### src/rtl/tpc_pkg.sv
package tpc_pkg;
  localparam int KIND_W = 3;

  typedef enum logic [KIND_W-1:0] {
    EVK_NONE  = 3'd0,
    EVK_CHM   = 3'd1,
    EVK_REI   = 3'd2,
    EVK_SET_T = 3'd3,
    EVK_CALL  = 3'd4
  } evt_kind_e;

  typedef struct packed {
    logic done;
    logic chm;
    logic rei;
    logic set_t;
    logic call;
  } evt_hot_t;
endpackage

### src/rtl/tpc_evt_decode.sv
module tpc_evt_decode
  import tpc_pkg::*;
#(
  parameter int W = KIND_W
) (
  input  logic         done_i,
  input  logic [W-1:0] kind_i,
  output evt_hot_t     hot_o
);
  always_comb begin
    hot_o      = '0;
    hot_o.done = done_i;
    if (done_i) begin
      case (kind_i)
        EVK_CHM:   hot_o.chm   = 1'b1;
        EVK_REI:   hot_o.rei   = 1'b1;
        EVK_SET_T: hot_o.set_t = 1'b1;
        EVK_CALL:  hot_o.call  = 1'b1;
        default:   ;
      endcase
    end
  end
endmodule

### src/rtl/tpc_bits.sv
module tpc_bits
  import tpc_pkg::*;
(
  input  logic     clk,
  input  logic     rst_n,
  input  logic     start_i,
  input  evt_hot_t hot_i,
  input  logic     rei_t_i,
  input  logic     rei_tp_i,
  output logic     t_q,
  output logic     tp_q
);
  logic t_n, tp_n;

  always_comb begin
    t_n  = t_q;
    tp_n = tp_q;
    if (start_i && tp_q) tp_n = 1'b0;
    if (hot_i.done) begin
      tp_n = t_q;
      if (hot_i.chm) begin
        t_n  = 1'b0;
        tp_n = 1'b0;
      end else if (hot_i.rei) begin
        t_n  = rei_t_i;
        tp_n = t_q | rei_tp_i;
      end else if (hot_i.set_t) begin
        t_n  = 1'b1;
      end
    end
  end

  always_ff @(posedge clk) begin
    if (!rst_n) begin
      t_q  <= 1'b0;
      tp_q <= 1'b0;
    end else begin
      t_q  <= t_n;
      tp_q <= tp_n;
    end
  end
endmodule

### src/rtl/tpc_save.sv
module tpc_save
  import tpc_pkg::*;
(
  input  evt_hot_t hot_i,
  input  logic     t_q,
  input  logic     tp_q,
  output logic     sav_t_o,
  output logic     sav_tp_o
);
  always_comb begin
    sav_t_o  = hot_i.call ? 1'b0 : t_q;
    sav_tp_o = hot_i.chm  ? t_q  : tp_q;
  end
endmodule

### src/rtl/tpc_trace_ctrl.sv
module tpc_trace_ctrl
  import tpc_pkg::*;
#(
  parameter int EVT_W = KIND_W
) (
  input  logic             clk,
  input  logic             rst_n,
  input  logic             inst_start,
  input  logic             inst_done,
  input  logic [EVT_W-1:0] evt_kind,
  input  logic             rei_t,
  input  logic             rei_tp,
  input  logic             rsvd_opc,
  output logic             trace_req,
  output logic             rsvd_fault,
  output logic             t_live,
  output logic             tp_live,
  output logic             sav_t,
  output logic             sav_tp
);
  evt_hot_t hot;

  tpc_evt_decode #(.W(EVT_W)) u_dec (
    .done_i(inst_done), .kind_i(evt_kind), .hot_o(hot)
  );

  tpc_bits u_bits (
    .clk(clk), .rst_n(rst_n), .start_i(inst_start), .hot_i(hot),
    .rei_t_i(rei_t), .rei_tp_i(rei_tp), .t_q(t_live), .tp_q(tp_live)
  );

  tpc_save u_save (
    .hot_i(hot), .t_q(t_live), .tp_q(tp_live),
    .sav_t_o(sav_t), .sav_tp_o(sav_tp)
  );

  // Trace check comes first; other start-time faults wait for the restart.
  assign trace_req  = inst_start & tp_live;
  assign rsvd_fault = inst_start & rsvd_opc & ~tp_live;
endmodule

### config.mk
export PLATFORM = sky130hd
export DESIGN_NAME = tpc_trace_ctrl
export DESIGN_NICKNAME = d
export VERILOG_FILES = /design/src/rtl/tpc_pkg.sv /design/src/rtl/tpc_evt_decode.sv /design/src/rtl/tpc_bits.sv /design/src/rtl/tpc_save.sv /design/src/rtl/tpc_trace_ctrl.sv
export SDC_FILE = /design/constraint.sdc
export NUM_CORES = 1
export LEC_CHECK = 0
export BUFFER_PORTS_ARGS = -buffer_cell sky130_fd_sc_hd__buf_2
export CORE_AREA = 2 2 39 41
export CTS_CLUSTER_SIZE = 12
export DETAILED_ROUTE_END_ITERATION = 10
export DIE_AREA = 0 0 41 43
export PLACE_DENSITY = 0.36
export RECOVER_POWER = 25
export SYNTH_ARGS = -nofsm -noshare
export SYNTH_HDL_FRONTEND = slang
export SYNTH_HIERARCHICAL = 1
export SYNTH_SLANG_ARGS = --single-unit
### constraint.sdc
create_clock -name clk -period 1.65 [get_ports clk]
set_input_delay 0.0825 -clock clk [delete_from_list [all_inputs] [get_ports clk]]
set_output_delay 0.0825 -clock clk [all_outputs]
set_load 0.02 [all_outputs]
==> run metrics, run 1 <==
first-pass GRT wire length=834 µm; cts hold-fix bufs=0; Hold Crit Class=primary input to flip-flop; WL/cell=10.6 µm; CTS root buf=clkbuf_4; syn avg cell area=9.70 µm²; PortBufs=15; critical path class=primary input to primary output; Final GP Congestion=0.640; sequential area share after synthesis=20.6%; power per cell area=673 nW/µm²; Pwr Total=0.204 mW; RSZ-0062 raised after global routing=false; Post-CTS Setup Inserts=0; required time of the critical path=1570 ps; mapped cell area=194 µm²; CP Launch Type=primary input; Leak=0.150 nW; post-CTS sizing=0; vias in the first global route=209; Die ar.=1760 µm²; CTS tree=yes; fmax=922 MHz; status=finished clean; Top delay family on crit path=simple AND/OR/NAND/NOR gates; synthesized flop and latch total=2; crit-path cells=buf_2 -> and4bb_1 -> mux2_4 -> buf_2; R2R depth=3; GRT Total Usage=7.51%; Net Count, Synth=30; Worst Max-Slew Pin Slew=234 ps; via count=229; row count=14; initial antenna violation count=0; Final setup viols=0; grt ovf=0; Slew Limit Fails=0; post-synth top area share=20.6%; total CTS buffers=3; Core Area=1380 µm²; diode count=0; sequential standard cell area=40.0 µm²; synth top area cells=dfxtp_1 21%, and4bb_1 13%, mux2_4 7.7%, nor3b_1 7.7%, o21a_1 7.7%; Final Hold Vio Count=0; Post-Place Setup Slack=563 ps; reg-to-reg endpoint=u_bits/tp_q; area leader, netlist=dfxtp_1; register clock-pin slew on the reported worst setup and hold paths=40 ps; CTS H-tree lvls=1; WP depth=4; MaxCap Viol Count=0; CP max stage cell=and4bb_1; Synth Warn #=6; fin util=21.9%; Netlist cell types=15; multi-input logic area=146 µm²; worst-path maximum fanout=4; Cells after DPL=50; layout cells sized above 1=56.8%; reg2reg start=u_bits/t_q; I/O pins=16; CP max stage delay=340 ps; largest net degree at the start of global routing=9; Die Ht=43 µm; Clock Latency Late Sink=240 ps; 1st-iter DRT viols=4; initial core utilization=14.0%; Setup WS post-layout=566 ps; WL final=562 µm; critical path arrival=1000 ps; origin of the worst setup path=evt_kind[2]; nets@finish=49; setup TNS=0 ps; Worst slew margin=84.3%; clock sinks=2; via density per instance=4.32; Worst VDD drop=0.253 mV; antenna viol nets, final=0; worst setup path end=sav_tp; FF-to-FF setup slack=760 ps; Post-Synthesis Cells=20; area delta synth->final=56.1%; CTS max path bufs=2; Die Wd=41 µm; min-delay src=rst_n; Worst Path Buf+Inv=2; drt drc=0; setup skew after layout=11.3 ps; 1st-pass router iterations=3; fin crit share=65.7%; # fillers=151; Most common cell on crit path=buf_2; CP Capture Type=primary output; Final Critical Period=1080 ps; final cell count without fillers=53
## metrics by stage
step                hold WS, ps  cell area, µm²
floorplan                   200             194
global placement            313             282
detailed placement          313             282
CTS                        76.8             304
global route               73.5             303
finish                     72.6             303
## how the worst min path moves through the flow
| stage | to | cells past startpoint |
|---|---|---|
| 5_1_grt | u_bits/tp_q | 2 |
| 2_1_floorplan | u_bits/tp_q | 1 |
| 3_3_place_gp | u_bits/tp_q | 2 |
| 6_report | u_bits/tp_q | 2 |
| 3_5_place_dp | u_bits/tp_q | 2 |
| 4_1_cts | u_bits/tp_q | 2 |
## sequential cells by signal, indices dropped and copies added, names as in the netlist
register and cells:
u_bits/t_q 1, u_bits/tp_q 1
## cells in the mapped netlist
library cell / n
and3b_1: 1
nor2b_1: 2
o21ai_0: 1
and2_2: 1
o21a_1: 2
nor3_2: 1
mux2_4: 1
nor3_1: 1
and4bb_2: 1
and4bb_1: 2
a21oi_1: 1
dfxtp_1: 2
nor3b_1: 2
buf_4: 1
and4b_1: 1
## cells by family (layout without fill, tap and decap cells)
kind of cell | after synthesis | count (layout) | share of synthesized area [%]
AND/OR/NAND/NOR | 12 | 12 | 54.8
buffers and inverters | 1 | 18 | 3.87
flip-flops | 2 | 2 | 20.6
multiplexers | 1 | 1 | 7.74
AO/OA/AOI/OAI | 4 | 4 | 12.9
## routing by layer
| layer | routed length (µm) | GRT usage [%] | part of all wire, % | up-vias |
|---|---|---|---|---|
| li1 | - | - | - | 114 |
| met5 | 0 | 0 | 0 | - |
| met3 | 114 | 6.81 | 20 | 0 |
| met4 | 0 | 4.00 | 0 | 0 |
| met2 | 198 | 9.38 | 35 | 19 |
| met1 | 249 | 8.28 | 44 | 96 |
## layout make-up
type	count	area share, %
Timing Repair Buffer	15	24.4
Clock buffer	3	7.44
Multi-Input combinational cell	17	48.3
Sequential cell	2	13.2
Tap cell	16	6.61
## power breakdown
part	internal (mW)	total (mW)	switching [mW]	leakage (nW)
Combinational	0.0185	0.0365	0.0180	0.120
Sequential	0.0498	0.0512	0.00138	0.0162
Clock	0.0808	0.116	0.0353	0.0138
Total	0.149	0.204	0.0547	0.150
## placed cells by master (no fill, tap or decap), drive strengths merged
master   n
buf     14
clkbuf   4
and4bb   3
nor2b    2
o21a     2
nor3b    2
dfxtp    2
nor3     2
and2     1
and3b    1
o21ai    1
a21oi    1
and4b    1
mux2     1
No activity file was read; power rests on OpenSTA's default activity.
==> inputs of run 2 (changes only) <==
==> constraint.sdc (replaced) <==
create_clock -name clk -period 1.1 [get_ports clk]
set_input_delay 0.055 -clock clk [delete_from_list [all_inputs] [get_ports clk]]
set_output_delay 0.055 -clock clk [all_outputs]
set_load 0.02 [all_outputs]
==> run 2 against run 1 <==
Effect of this change: clock skew decreased by 9.7 ps; sequential power rose by 50%; clock power up 39%; cell count stayed put; via count fell by 1.7%; sequential share of layout area unchanged; global-route usage is 0.11 points higher; non-clock buffer count is the same; combinational power up 48%; wire length fell by 10%; largest power group unchanged.
==> run metrics, run 2 (synthesis results as in run 1) <==
antenna viol nets, final=0; fin crit share=94.9%; RSZ-0062 raised after global routing=false; 1st-pass router iterations=2; required time of the critical path=1040 ps; CP Capture Type=primary output; setup skew after layout=1.61 ps; critical path arrival=990 ps; CTS H-tree lvls=1; commonest non-fill, non-tap cell in the layout=buf_2; Final setup viols=0; Internal Power=0.223 mW; Worst VDD drop=0.160 mV; Core Area=1380 µm²; worst-path maximum fanout=6; nets@finish=49; CTS root buf=clkbuf_4; grt ovf=0; R2R depth=3; PortBufs=15; Slew Limit Fails=0; vias in the first global route=211; Hold Crit Class=primary input to flip-flop; Most Crowded Layer GR=met1; initial core utilization=14.0%; Die ar.=1760 µm²; largest net degree at the start of global routing=9; via density per instance=4.25; status=finished clean; register clock-pin slew on the reported worst setup and hold paths=30 ps; biggest regs=u_bits/t_q (1), u_bits/tp_q (1); # fillers=159; MaxCap Viol Count=0; fmax=958 MHz; CTS tree=yes; sw power=0.0691 mW; Final Critical Period=1040 ps; Post-CTS Setup Inserts=0; Clock Latency Late Sink=220 ps; CP max stage cell=dfxtp_1; combinational group share of total power=18.5%; setup TNS=0 ps; reg2reg start=u_bits/t_q; power share of the clock group=55.1%; origin of the worst setup path=u_bits/t_q; Die Ht=43 µm; I/O pins=16; clock sinks=2; diode count=0; final hold slack=60.8 ps; Leak=0.150 nW; Die Wd=41 µm; via count=225; Final GP Congestion=0.661; global routing usage on met1=9.27%; area delta synth->final=56.1%; post-CTS sizing=0; GR Layer Usage met3=3.66%; initial antenna violation count=0; crit-path cells=mux2_4 -> buf_2; WL final=506 µm; Worst slew margin=83.3%; reg-to-reg endpoint=u_bits/tp_q; most frequent cells in the layout=14 x buf_2, 3 x clkbuf_4; drt drc=0; WL/cell=9.55 µm; cts hold-fix bufs=0; worst setup path end=sav_tp; Final Hold Vio Count=0; Worst Max-Slew Pin Slew=251 ps; GRT met2 Usage=8.75%; CP max stage delay=340 ps; layout cells sized above 1=56.8%; critical path class=flip-flop to primary output; CTS max path bufs=2; total CTS buffers=3; switch share=23.7%; Reg power frac=26.3%; CP Launch Type=flip-flop; GRT Total Usage=7.62%; first-pass GRT wire length=841 µm; 1st-iter DRT viols=7; power per cell area=964 nW/µm²; row count=14; FF-to-FF setup slack=220 ps
[run 2: cell counts in the layout (fill, tap and decap cells not counted)]
Identical to the previous run, type by type.
[run 2: worst min path at each step]
stage / to / start / cells past startpoint
2_1_floorplan: u_bits/tp_q / rst_n / 1
3_3_place_gp: u_bits/tp_q / rst_n / 2
3_5_place_dp: u_bits/tp_q / rst_n / 2
4_1_cts: u_bits/tp_q / rst_n / 2
5_1_grt: u_bits/tp_q / rst_n / 2
6_report: u_bits/tp_q / rst_n / 2
[run 2: final cells by class]
type                       count  area [µm²]  share of cell area [%]
clock buffer                   3        22.5                    7.44
timing repair buffer          15        73.8                    24.4
multi-input combinational     17         146                    48.3
sequential                     2        40.0                    13.2
tap                           16        20.0                    6.61
[run 2: per-stage QoR]
step / setup slack [ps] / instance area [µm²] / total power [mW] / utilization (%) / cells
finish: 56.2 / 303 / 0.292 / 21.9 / 53
global route: 14.9 / 303 / 0.322 / 21.9 / 53
CTS: 42.7 / 304 / 0.305 / 22.0 / 53
detailed placement: 82.9 / 282 / 0.132 / 20.3 / 50
global placement: 95.6 / 282 / 0.131 / 20.3 / 50
floorplan: 186 / 194 / 0.107 / - / 20
[run 2: per-layer routing]
layer,vias to the layer above,share of wire (%),wire length (µm)
met5,-,0,0
met4,0,0,0
met3,0,15,77
met2,16,37,185
met1,98,48,243
li1,111,-,-
[run 2: critical path, delay by kind of cell, from the launching register on]
family	cells	cell delay, ps
buffers and inverters	1	160
multiplexers	1	270
flip-flops	1	340
[run 2: power by group through the flow]
stage	Combinational, mW	Clock, mW	Sequential [mW]
global route	0.0607	0.184	0.0771
floorplan	0.0273	0	0.0793
detailed placement	0.0547	0	0.0778
CTS	0.0549	0.174	0.0768
global placement	0.0535	0	0.0777
finish	0.0541	0.161	0.0768
